File: src/rtl/skb_pkg.sv
package skb_pkg;
  localparam int PC_W  = 32;
  localparam int SEQ_W = 16;
  localparam int TID_W = 2;

  typedef struct packed {
    logic [PC_W-1:0]  pc;
    logic [SEQ_W-1:0] seq;
    logic [TID_W-1:0] tid;
    logic             kill;
  } skb_rec_t;
endpackage

File: src/rtl/skb_fifo.sv
module skb_fifo
  import skb_pkg::*;
#(
  parameter int W     = 4,
  parameter int DEPTH = 8,
  localparam int CW = $clog2(W + 1),
  localparam int LW = $clog2(DEPTH + 1),
  localparam int PW = $clog2(DEPTH)
) (
  input  logic          clk,
  input  logic          rst,
  input  logic          clr,
  input  logic [CW-1:0] wr_n,
  input  skb_rec_t      wr_rec [W],
  input  logic [CW-1:0] rd_n,
  output skb_rec_t      rd_rec [W],
  output logic [LW-1:0] level
);
  skb_rec_t      mem [DEPTH];
  logic [PW-1:0] head, tail;

  // storage: no reset, written at tail for each accepted record
  always_ff @(posedge clk) begin
    for (int i = 0; i < W; i++) begin
      if (!rst && !clr && (i < int'(wr_n)))
        mem[tail + PW'(i)] <= wr_rec[i];
    end
  end

  always_ff @(posedge clk) begin
    if (rst || clr) begin
      head  <= '0;
      tail  <= '0;
      level <= '0;
    end else begin
      head  <= head + PW'(rd_n);
      tail  <= tail + PW'(wr_n);
      level <= level + LW'(wr_n) - LW'(rd_n);
    end
  end

  for (genvar g = 0; g < W; g++) begin : g_rd
    assign rd_rec[g] = mem[head + PW'(g)];
  end
endmodule

File: src/rtl/skb_route.sv
module skb_route
  import skb_pkg::*;
#(
  parameter int W     = 4,
  parameter int DEPTH = 8,
  localparam int CW = $clog2(W + 1),
  localparam int LW = $clog2(DEPTH + 1)
) (
  input  logic          active,
  input  logic [LW-1:0] level,
  input  logic [CW-1:0] in_cnt,
  input  skb_rec_t      in_rec  [W],
  input  skb_rec_t      buf_rec [W],
  output logic [W-1:0]  fwd_vld,
  output skb_rec_t      fwd_rec [W],
  output logic [CW-1:0] pop_n,
  output logic [CW-1:0] push_n,
  output skb_rec_t      push_rec [W]
);
  int lvl_i, cnt_i, nb, nr, room, pk;

  always_comb begin
    lvl_i = int'(level);
    cnt_i = (int'(in_cnt) > W) ? W : int'(in_cnt);
    nb    = active ? ((lvl_i > W) ? W : lvl_i) : 0;
    nr    = active ? ((cnt_i > W - nb) ? W - nb : cnt_i) : 0;
    room  = DEPTH - lvl_i + nb;

    fwd_vld = '0;
    for (int i = 0; i < W; i++) begin
      fwd_rec[i]  = '0;
      push_rec[i] = '0;
    end

    // output slots: buffered records first, then bundle records
    for (int i = 0; i < W; i++) begin
      if (i < nb) begin
        fwd_vld[i] = 1'b1;
        fwd_rec[i] = buf_rec[i];
      end else begin
        for (int j = 0; j < W; j++) begin
          if (j < nr && i == nb + j) begin
            fwd_vld[i] = 1'b1;
            fwd_rec[i] = in_rec[j];
          end
        end
      end
    end

    // leftover bundle records, killed ones removed, compacted
    pk = 0;
    for (int j = 0; j < W; j++) begin
      if (j >= nr && j < cnt_i && !in_rec[j].kill && pk < room) begin
        for (int k = 0; k < W; k++) begin
          if (k == pk) push_rec[k] = in_rec[j];
        end
        pk = pk + 1;
      end
    end

    pop_n  = CW'(nb);
    push_n = CW'(pk);
  end
endmodule

File: src/rtl/skid_commit_buf.sv
module skid_commit_buf
  import skb_pkg::*;
#(
  parameter int W     = 4,
  parameter int DEPTH = 8,
  localparam int CW = $clog2(W + 1),
  localparam int LW = $clog2(DEPTH + 1)
) (
  input  logic                 clk,
  input  logic                 rst,
  input  logic                 flush,
  input  logic                 stage_active,
  input  logic [CW-1:0]        in_cnt,
  input  logic [W*PC_W-1:0]    in_pc,
  input  logic [W*SEQ_W-1:0]   in_seq,
  input  logic [W*TID_W-1:0]   in_tid,
  input  logic [W-1:0]         in_kill,
  output logic [W-1:0]         out_vld,
  output logic [W*PC_W-1:0]    out_pc,
  output logic [W*SEQ_W-1:0]   out_seq,
  output logic [W*TID_W-1:0]   out_tid,
  output logic [W-1:0]         out_kill,
  output logic [LW-1:0]        level,
  output logic                 stall_req
);
  skb_rec_t      in_rec   [W];
  skb_rec_t      buf_rec  [W];
  skb_rec_t      fwd_rec  [W];
  skb_rec_t      push_rec [W];
  skb_rec_t      out_q    [W];
  logic [W-1:0]  fwd_vld, out_vld_q;
  logic [CW-1:0] pop_n, push_n;

  for (genvar g = 0; g < W; g++) begin : g_unpack
    assign in_rec[g] = {in_pc[g*PC_W +: PC_W], in_seq[g*SEQ_W +: SEQ_W],
                        in_tid[g*TID_W +: TID_W], in_kill[g]};
  end

  skb_route #(.W(W), .DEPTH(DEPTH)) u_route (
    .active   (stage_active & ~flush),
    .level    (level),
    .in_cnt   (in_cnt),
    .in_rec   (in_rec),
    .buf_rec  (buf_rec),
    .fwd_vld  (fwd_vld),
    .fwd_rec  (fwd_rec),
    .pop_n    (pop_n),
    .push_n   (push_n),
    .push_rec (push_rec)
  );

  skb_fifo #(.W(W), .DEPTH(DEPTH)) u_fifo (
    .clk    (clk),
    .rst    (rst),
    .clr    (flush),
    .wr_n   (push_n),
    .wr_rec (push_rec),
    .rd_n   (pop_n),
    .rd_rec (buf_rec),
    .level  (level)
  );

  always_ff @(posedge clk) begin
    if (rst) begin
      out_vld_q <= '0;
      for (int i = 0; i < W; i++) out_q[i] <= '0;
    end else begin
      out_vld_q <= flush ? '0 : fwd_vld;
      for (int i = 0; i < W; i++) out_q[i] <= fwd_rec[i];
    end
  end

  assign out_vld   = out_vld_q;
  assign stall_req = (int'(level) > DEPTH - W);

  for (genvar g = 0; g < W; g++) begin : g_pack
    assign out_pc[g*PC_W +: PC_W]    = out_q[g].pc;
    assign out_seq[g*SEQ_W +: SEQ_W] = out_q[g].seq;
    assign out_tid[g*TID_W +: TID_W] = out_q[g].tid;
    assign out_kill[g]               = out_q[g].kill;
  end
endmodule

File: config.mk
export PLATFORM = sky130hd
export DESIGN_NAME = skid_commit_buf
export DESIGN_NICKNAME = d
export VERILOG_FILES = /design/src/rtl/skb_pkg.sv /design/src/rtl/skb_fifo.sv /design/src/rtl/skb_route.sv /design/src/rtl/skid_commit_buf.sv
export SDC_FILE = /design/constraint.sdc
export NUM_CORES = 2
export LEC_CHECK = 0
export ABC_CLOCK_PERIOD_IN_PS = 9900
export BUFFER_PORTS_ARGS = -buffer_cell sky130_fd_sc_hd__buf_4
export CAP_MARGIN = 25
export CORE_ASPECT_RATIO = 0.5
export CORE_MARGIN = 2
export CORE_UTILIZATION = 32
export CTS_BUF_LIST = sky130_fd_sc_hd__clkbuf_4
export CTS_CLUSTER_SIZE = 25
export DETAILED_ROUTE_END_ITERATION = 16
export MAX_ROUTING_LAYER = met4
export PLACE_DENSITY = 0.47
export SLEW_MARGIN = 20
export SYNTH_ARGS = -nofsm -noshare
export SYNTH_HDL_FRONTEND = slang
export SYNTH_HIERARCHICAL = 1
export SYNTH_SLANG_ARGS = --single-unit
File: constraint.sdc
create_clock -name clk -period 9.9 [get_ports clk]
set_input_delay 0 -clock clk [delete_from_list [all_inputs] [get_ports clk]]
set_output_delay 0 -clock clk [all_outputs]
set_load 0.03 [all_outputs]
# == Word level (Yosys, flattened, before mapping) ==
# Memory sizes are Yosys's and may differ from the RTL's. A register that Yosys moved wholly into a read port is not among the register bits.
# Cells that the tools add are included.
# word_totals
input_bits,211
register_bits,14
mem_count,2
word_cells,208
output_inout_bits,213
ram_bits,612
# classes
n_mux,81
bitwise,6
magnitude_cmp,27
reduce_logical,48
addsub,19
n_eq_ne,21
# mem_list
memory,depth,word_bits,read_ports,rd_clocked_by_memory_dff,wr,line_no,rtl
u_fifo.mem,8,51,4,1,4,skb_fifo.sv:19,skb_rec_t mem [DEPTH];
out_q,4,51,4,0,4,skid_commit_buf.sv:30,skb_rec_t out_q [W];
# op_table
cell,n
2-to-1 mux 51 bit,37
2-to-1 mux 204 bit,3
"== test 3 x 32 -> 1 bit, first input constant",12
logical NOT 32 bit,7
"== test 2 x 32 -> 1 bit, first input constant",6
"less-than comparator 3 x 32 -> 1 bit, first input constant",6
2-to-1 mux 32 bit,5
"less-than comparator 1 x 32 -> 1 bit, first input constant",4
"less-than comparator 2 x 32 -> 1 bit, first input constant",3
"adder 32 x 2 -> 32 bit, second input constant",2
"adder 32 x 3 -> 32 bit, second input constant",2
"greater-or-equal comparator 3 x 32 -> 1 bit, first input constant",2
less-than comparator 32 bit,2
logical AND 1 bit,33
adder 32 bit,1
"greater-or-equal comparator 1 x 32 -> 1 bit, first input constant",1
"greater-or-equal comparator 2 x 32 -> 1 bit, first input constant",1
greater-than comparator 32 bit,1
less-than comparator 2 x 32 -> 1 bit,1
2-to-1 mux 1 bit,32
"subtractor 4 x 32 -> 32 bit, first input constant",1
"adder 3 x 2 -> 3 bit, second input constant",5
2-to-1 mux 3 bit,3
"adder 3 x 1 -> 3 bit, second input constant",2
18 further kinds,30

# == Depth between registers and ports, before layout ==
# depth
depth_word,25
mapped_depth,41
mapped_depth_nobuf,39

# == By module ==
# Netlist, hierarchy kept.
# by_module_without_submodules
module,n_inst,cells_per_inst,seq_area_each_um2,area_per_inst_um2
skb_fifo,1,3086,12451.9,34891.0
skb_route,1,1984,0.0,13275.2
skid_commit_buf,1,442,4164.0,5590.4

# == Least setup slack after synthesis ==
# OpenSTA, ideal clock, no wires.
# synth_path
path_kind,register to register
start,register u_fifo.level[0]
end,"memory u_fifo/mem[0][0] in the netlist's numbering, enable pin"
period_less_slack_ns,11.097
setup_time_ns,0.530
arrival_time_ns,10.566
stages_incl_launch_ff,35
path_slack_ns,-1.197
required_time_ns,9.370
path_buffers,3
cell_sequence,dfxtp_1 > inv_1 > ha_1 > nor2b_1 > nor3b_1 > nand2_1 > ha_1 > xnor2_1 > ha_1 > nand3_1 > o21ai_2 > o311ai_1 > o21a_2 > nand4_2 > clkbuf_1 > or2_2 > ha_1 > nand2b_1 > a21oi_1 > mux2i_1 > a311oi_4 > o211ai_4 > a21oi_1 > inv_1 > ha_1 > nand3_1 > or3_1 > clkbuf_1 > nand3b_1 > mux2i_1 > buf_2 > nand2_1 > a21oi_1 > o211ai_1 > o21ai_0
# synth_rtl
element,line_no,rtl
from (decl),skb_fifo.sv:17,output logic [LW-1:0] level
from (signal assigned),skb_fifo.sv:38,level <= level + LW'(wr_n) - LW'(rd_n);
to (decl),skb_fifo.sv:19,

==> reports/summary.txt <==
Max incr delay on CP -> 0.57 ns
Reg-to-reg slack, setup -> 0.31 ns
Ys Warns -> 6
Worst Tran Pin Value -> 1.18 ns
Max Cap Viol -> 0
H-tree depth -> 4
Synth area leader -> edfxtp_1
Comb power frac -> 50.7%
Share of the synthesized area in the top cell type -> 22.8%
First-pass GRT wire length -> 399 mm
Seq/Total Area, Yosys -> 30.9%
Synth cell count leaders -> mux2i_1 (864), nand2_1 (422), a22oi_1 (409)
Total Nets Final -> 6485
DP HPWL -> 175 mm
Die area -> 0.171 mm2
Io pins -> 424
HP Class -> in -> reg
CP endpoint kind -> flip-flop
Clock latency on the worst-skew pair -> 1.23 ns
Slew headroom -> 21.4%
CORE AREA -> 0.167 mm2
Post-DRT Antenna Nets -> 0
CTS tree -> done
Yosys reg bits -> 626
Final std cells w/o fill -> 8601
Switching part of the total -> 42.9%
DRT Wirelength -> 291 mm
Crit path arrival time -> 10.57 ns
Post-synth EDFFs -> 408
Clock Power Share -> 20.4%
Dpl cells -> 7546
Status -> finished clean
Power Total -> 12.7 mW
Seq pwr share -> 28.9%
Pwr per Cell Area -> 188 mW/mm2
HP Start -> in_pc[84]
Most used cell, CP -> ha_1
Layout filler cell count -> 16172
Largest net degree at the start of global routing -> 141
Total Routing Usage GR -> 33.3%
Cell with the most instances after synthesis -> mux2i_1
Initial antenna violation count -> 25
Fraction of final layout cells sized beyond drive strength 1 -> 26.7%
Clock Tree Root -> clkbuf_4
Clk slew on worst S/H paths -> 0.08 ns
Ys async rst share -> 0%
Leak pwr -> 24.5 nW
Residual DRC -> 0
Worst-path maximum fanout -> 26
Vias/cell -> 6.37
Maximum buffer depth of the clock tree -> 4
Cells after Synth -> 5512
Setup_tns -> 0 ns
Post-layout min period -> 9.59 ns
Net load switching power -> 5.45 mW
Critical-path top delay cell -> dlygate4sd3_1
Die width -> 584 um
Setup crit start -> u_fifo/level[0]
Wire length per cell -> 33.9 um
Fin crit share -> 96.9%
FF+latch area -> 0.0166 mm2
Prevailing post-synth register cell -> edfxtp_1
WP data required -> 10.88 ns
Highest Clock Rate -> 104 MHz
Crit Path Class -> reg -> reg
Fin. max-slew vios -> 0
Final setup viols -> 0
Die Ht -> 294 um
Mean post-synth cell area -> 9.75 um2
Pre-Repair DR Iteration Count -> 10
Max IR drop VDD -> 0.107 mV
Routability cong. -> 0.971
Unique masters post-synth -> 91
Vias in the first global route -> 53770
Gr ovfl total -> 0
Starting utilization of the core area -> 32.2%
Port buffer count -> 423
Sink Count -> 626
Netlist Area Pre-Place -> 0.0538 mm2
Initial DRC count -> 8174
Final Hold Viols -> 0
Internal Power -> 7.25 mW
Clk_skew -> 0.116 ns
Area growth syn-to-layout -> 25.9%
Multi-input gate area -> 0.0330 mm2
Largest cells by area after synthesis -> edfxtp_1 (23%), mux2i_1 (16%), dfxtp_1 (8.1%), mux2_2 (6.4%), mux4_2 (6.4%)
Vias -> 54760
CP startpoint kind -> flip-flop
RR Startpoint -> u_fifo/level[0]
Cell Rows -> 106
CTS buffer count -> 173
## power groups by stage
stage	clock [mW]	combinational (mW)	sequential, mW
6_report	2.59	6.44	3.67
4_1_cts	2.60	6.18	3.67
2_1_floorplan	0	3.59	3.94
3_5_place_dp	0	5.71	3.72
5_1_grt	2.75	6.72	3.71
3_3_place_gp	0	5.62	3.72
## critical path: cells and delay by family, from the launching register on
| kind | cells | cell delay, ns |
|---|---|---|
| muxes | 2 | 0.44 |
| xor gates and xnor gates | 1 | 0.28 |
| AOI/OAI and AO/OA | 12 | 2.78 |
| adders and majority gates | 5 | 1.53 |
| DFF | 1 | 0.43 |
| and+or+nand+nor | 10 | 2.04 |
| buffers and inverters | 6 | 1.83 |
## sequential cells by signal, summed over array words and instances (netlist names)
register / flops
u_fifo/tail: 3
u_fifo/mem: 408
u_fifo/head: 3
u_fifo/level: 4
out_vld: 4
out_q: 204
## cell type report
cell class / instances / area share (%)
clock inverters: 48 / 0.414
clock buffers: 251 / 2.78
diodes: 30 / 0.111
inverters: 142 / 0.789
multi-input cells: 3959 / 48.8
flip-flops and latches: 626 / 24.6
well taps: 2214 / 4.09
repair buffers: 1331 / 18.5
## per-stage QoR
| stage | cell area (um2) | hold slack, ns | setup WS [ns] | utilization (%) |
|---|---|---|---|---|
| 6_report | 67700 | 0.0159 | 0.309 | 40.5 |
| 5_1_grt | 67700 | -0.0116 | -0.0304 | 40.5 |
| 4_1_cts | 67400 | 0.00140 | 0.0385 | 40.4 |
| 2_1_floorplan | 53800 | 0.230 | -1.20 | - |
| 3_5_place_dp | 58100 | 0.429 | 0.510 | 34.8 |
| 3_3_place_gp | 58000 | 0.429 | 0.517 | 34.7 |
## cells by family (layout without fill, tap and decap cells)
logic type	after synthesis	count (layout)	share of synthesized area [%]
AO/OA/AOI/OAI	1590	1590	21.4
XOR/XNOR	19	19	0.351
adder cells (fa/ha/maj)	43	43	1.08
buffers and inverters	931	1772	8.47
flip-flops	626	626	30.9
multiplexers	1324	1324	28.9
other	1	35	0.00698
AND/OR/NAND/NOR	978	978	8.88
## placed cells by master, fill, tap and decap left out, drive strengths merged, types with 50 or more instances in the layout
cell type,count
a21oi,69
a222oi,102
a22o,50
a22oi,409
a31oi,101
buf,614
clkbuf,252
dfxtp,218
dlygate4sd3,715
edfxtp,408
inv,142
mux2,306
mux2i,865
mux4,153
nand2,422
nand3,54
nor2,182
nor2b,214
o21ai,622
o22ai,150
o31a,50
## timing repair
action	in CTS	in global routing
gates resized for setup	0	19
hold endpoints to repair	673	0
hold buffers	716	0
buffers inserted	0	6
setup endpoints to repair	0	719
## final timing paths
kind,to,cells past startpoint
worst max-delay path,u_fifo/mem[0][2],36
worst min-delay path,out_q[0][192],5
worst max register to register,u_fifo/mem[0][2],36
worst min register to register,u_fifo/head[2],2
## metal layers
| metal | routed length [um] | track usage, % |
|---|---|---|
| met4 | 15000 | 16.2 |
| met5 | 0 | - |
| met1 | 117000 | 43.5 |
| met2 | 122000 | 47.4 |
| met3 | 38000 | 8.84 |
Power figures use the tool's default switching activity.
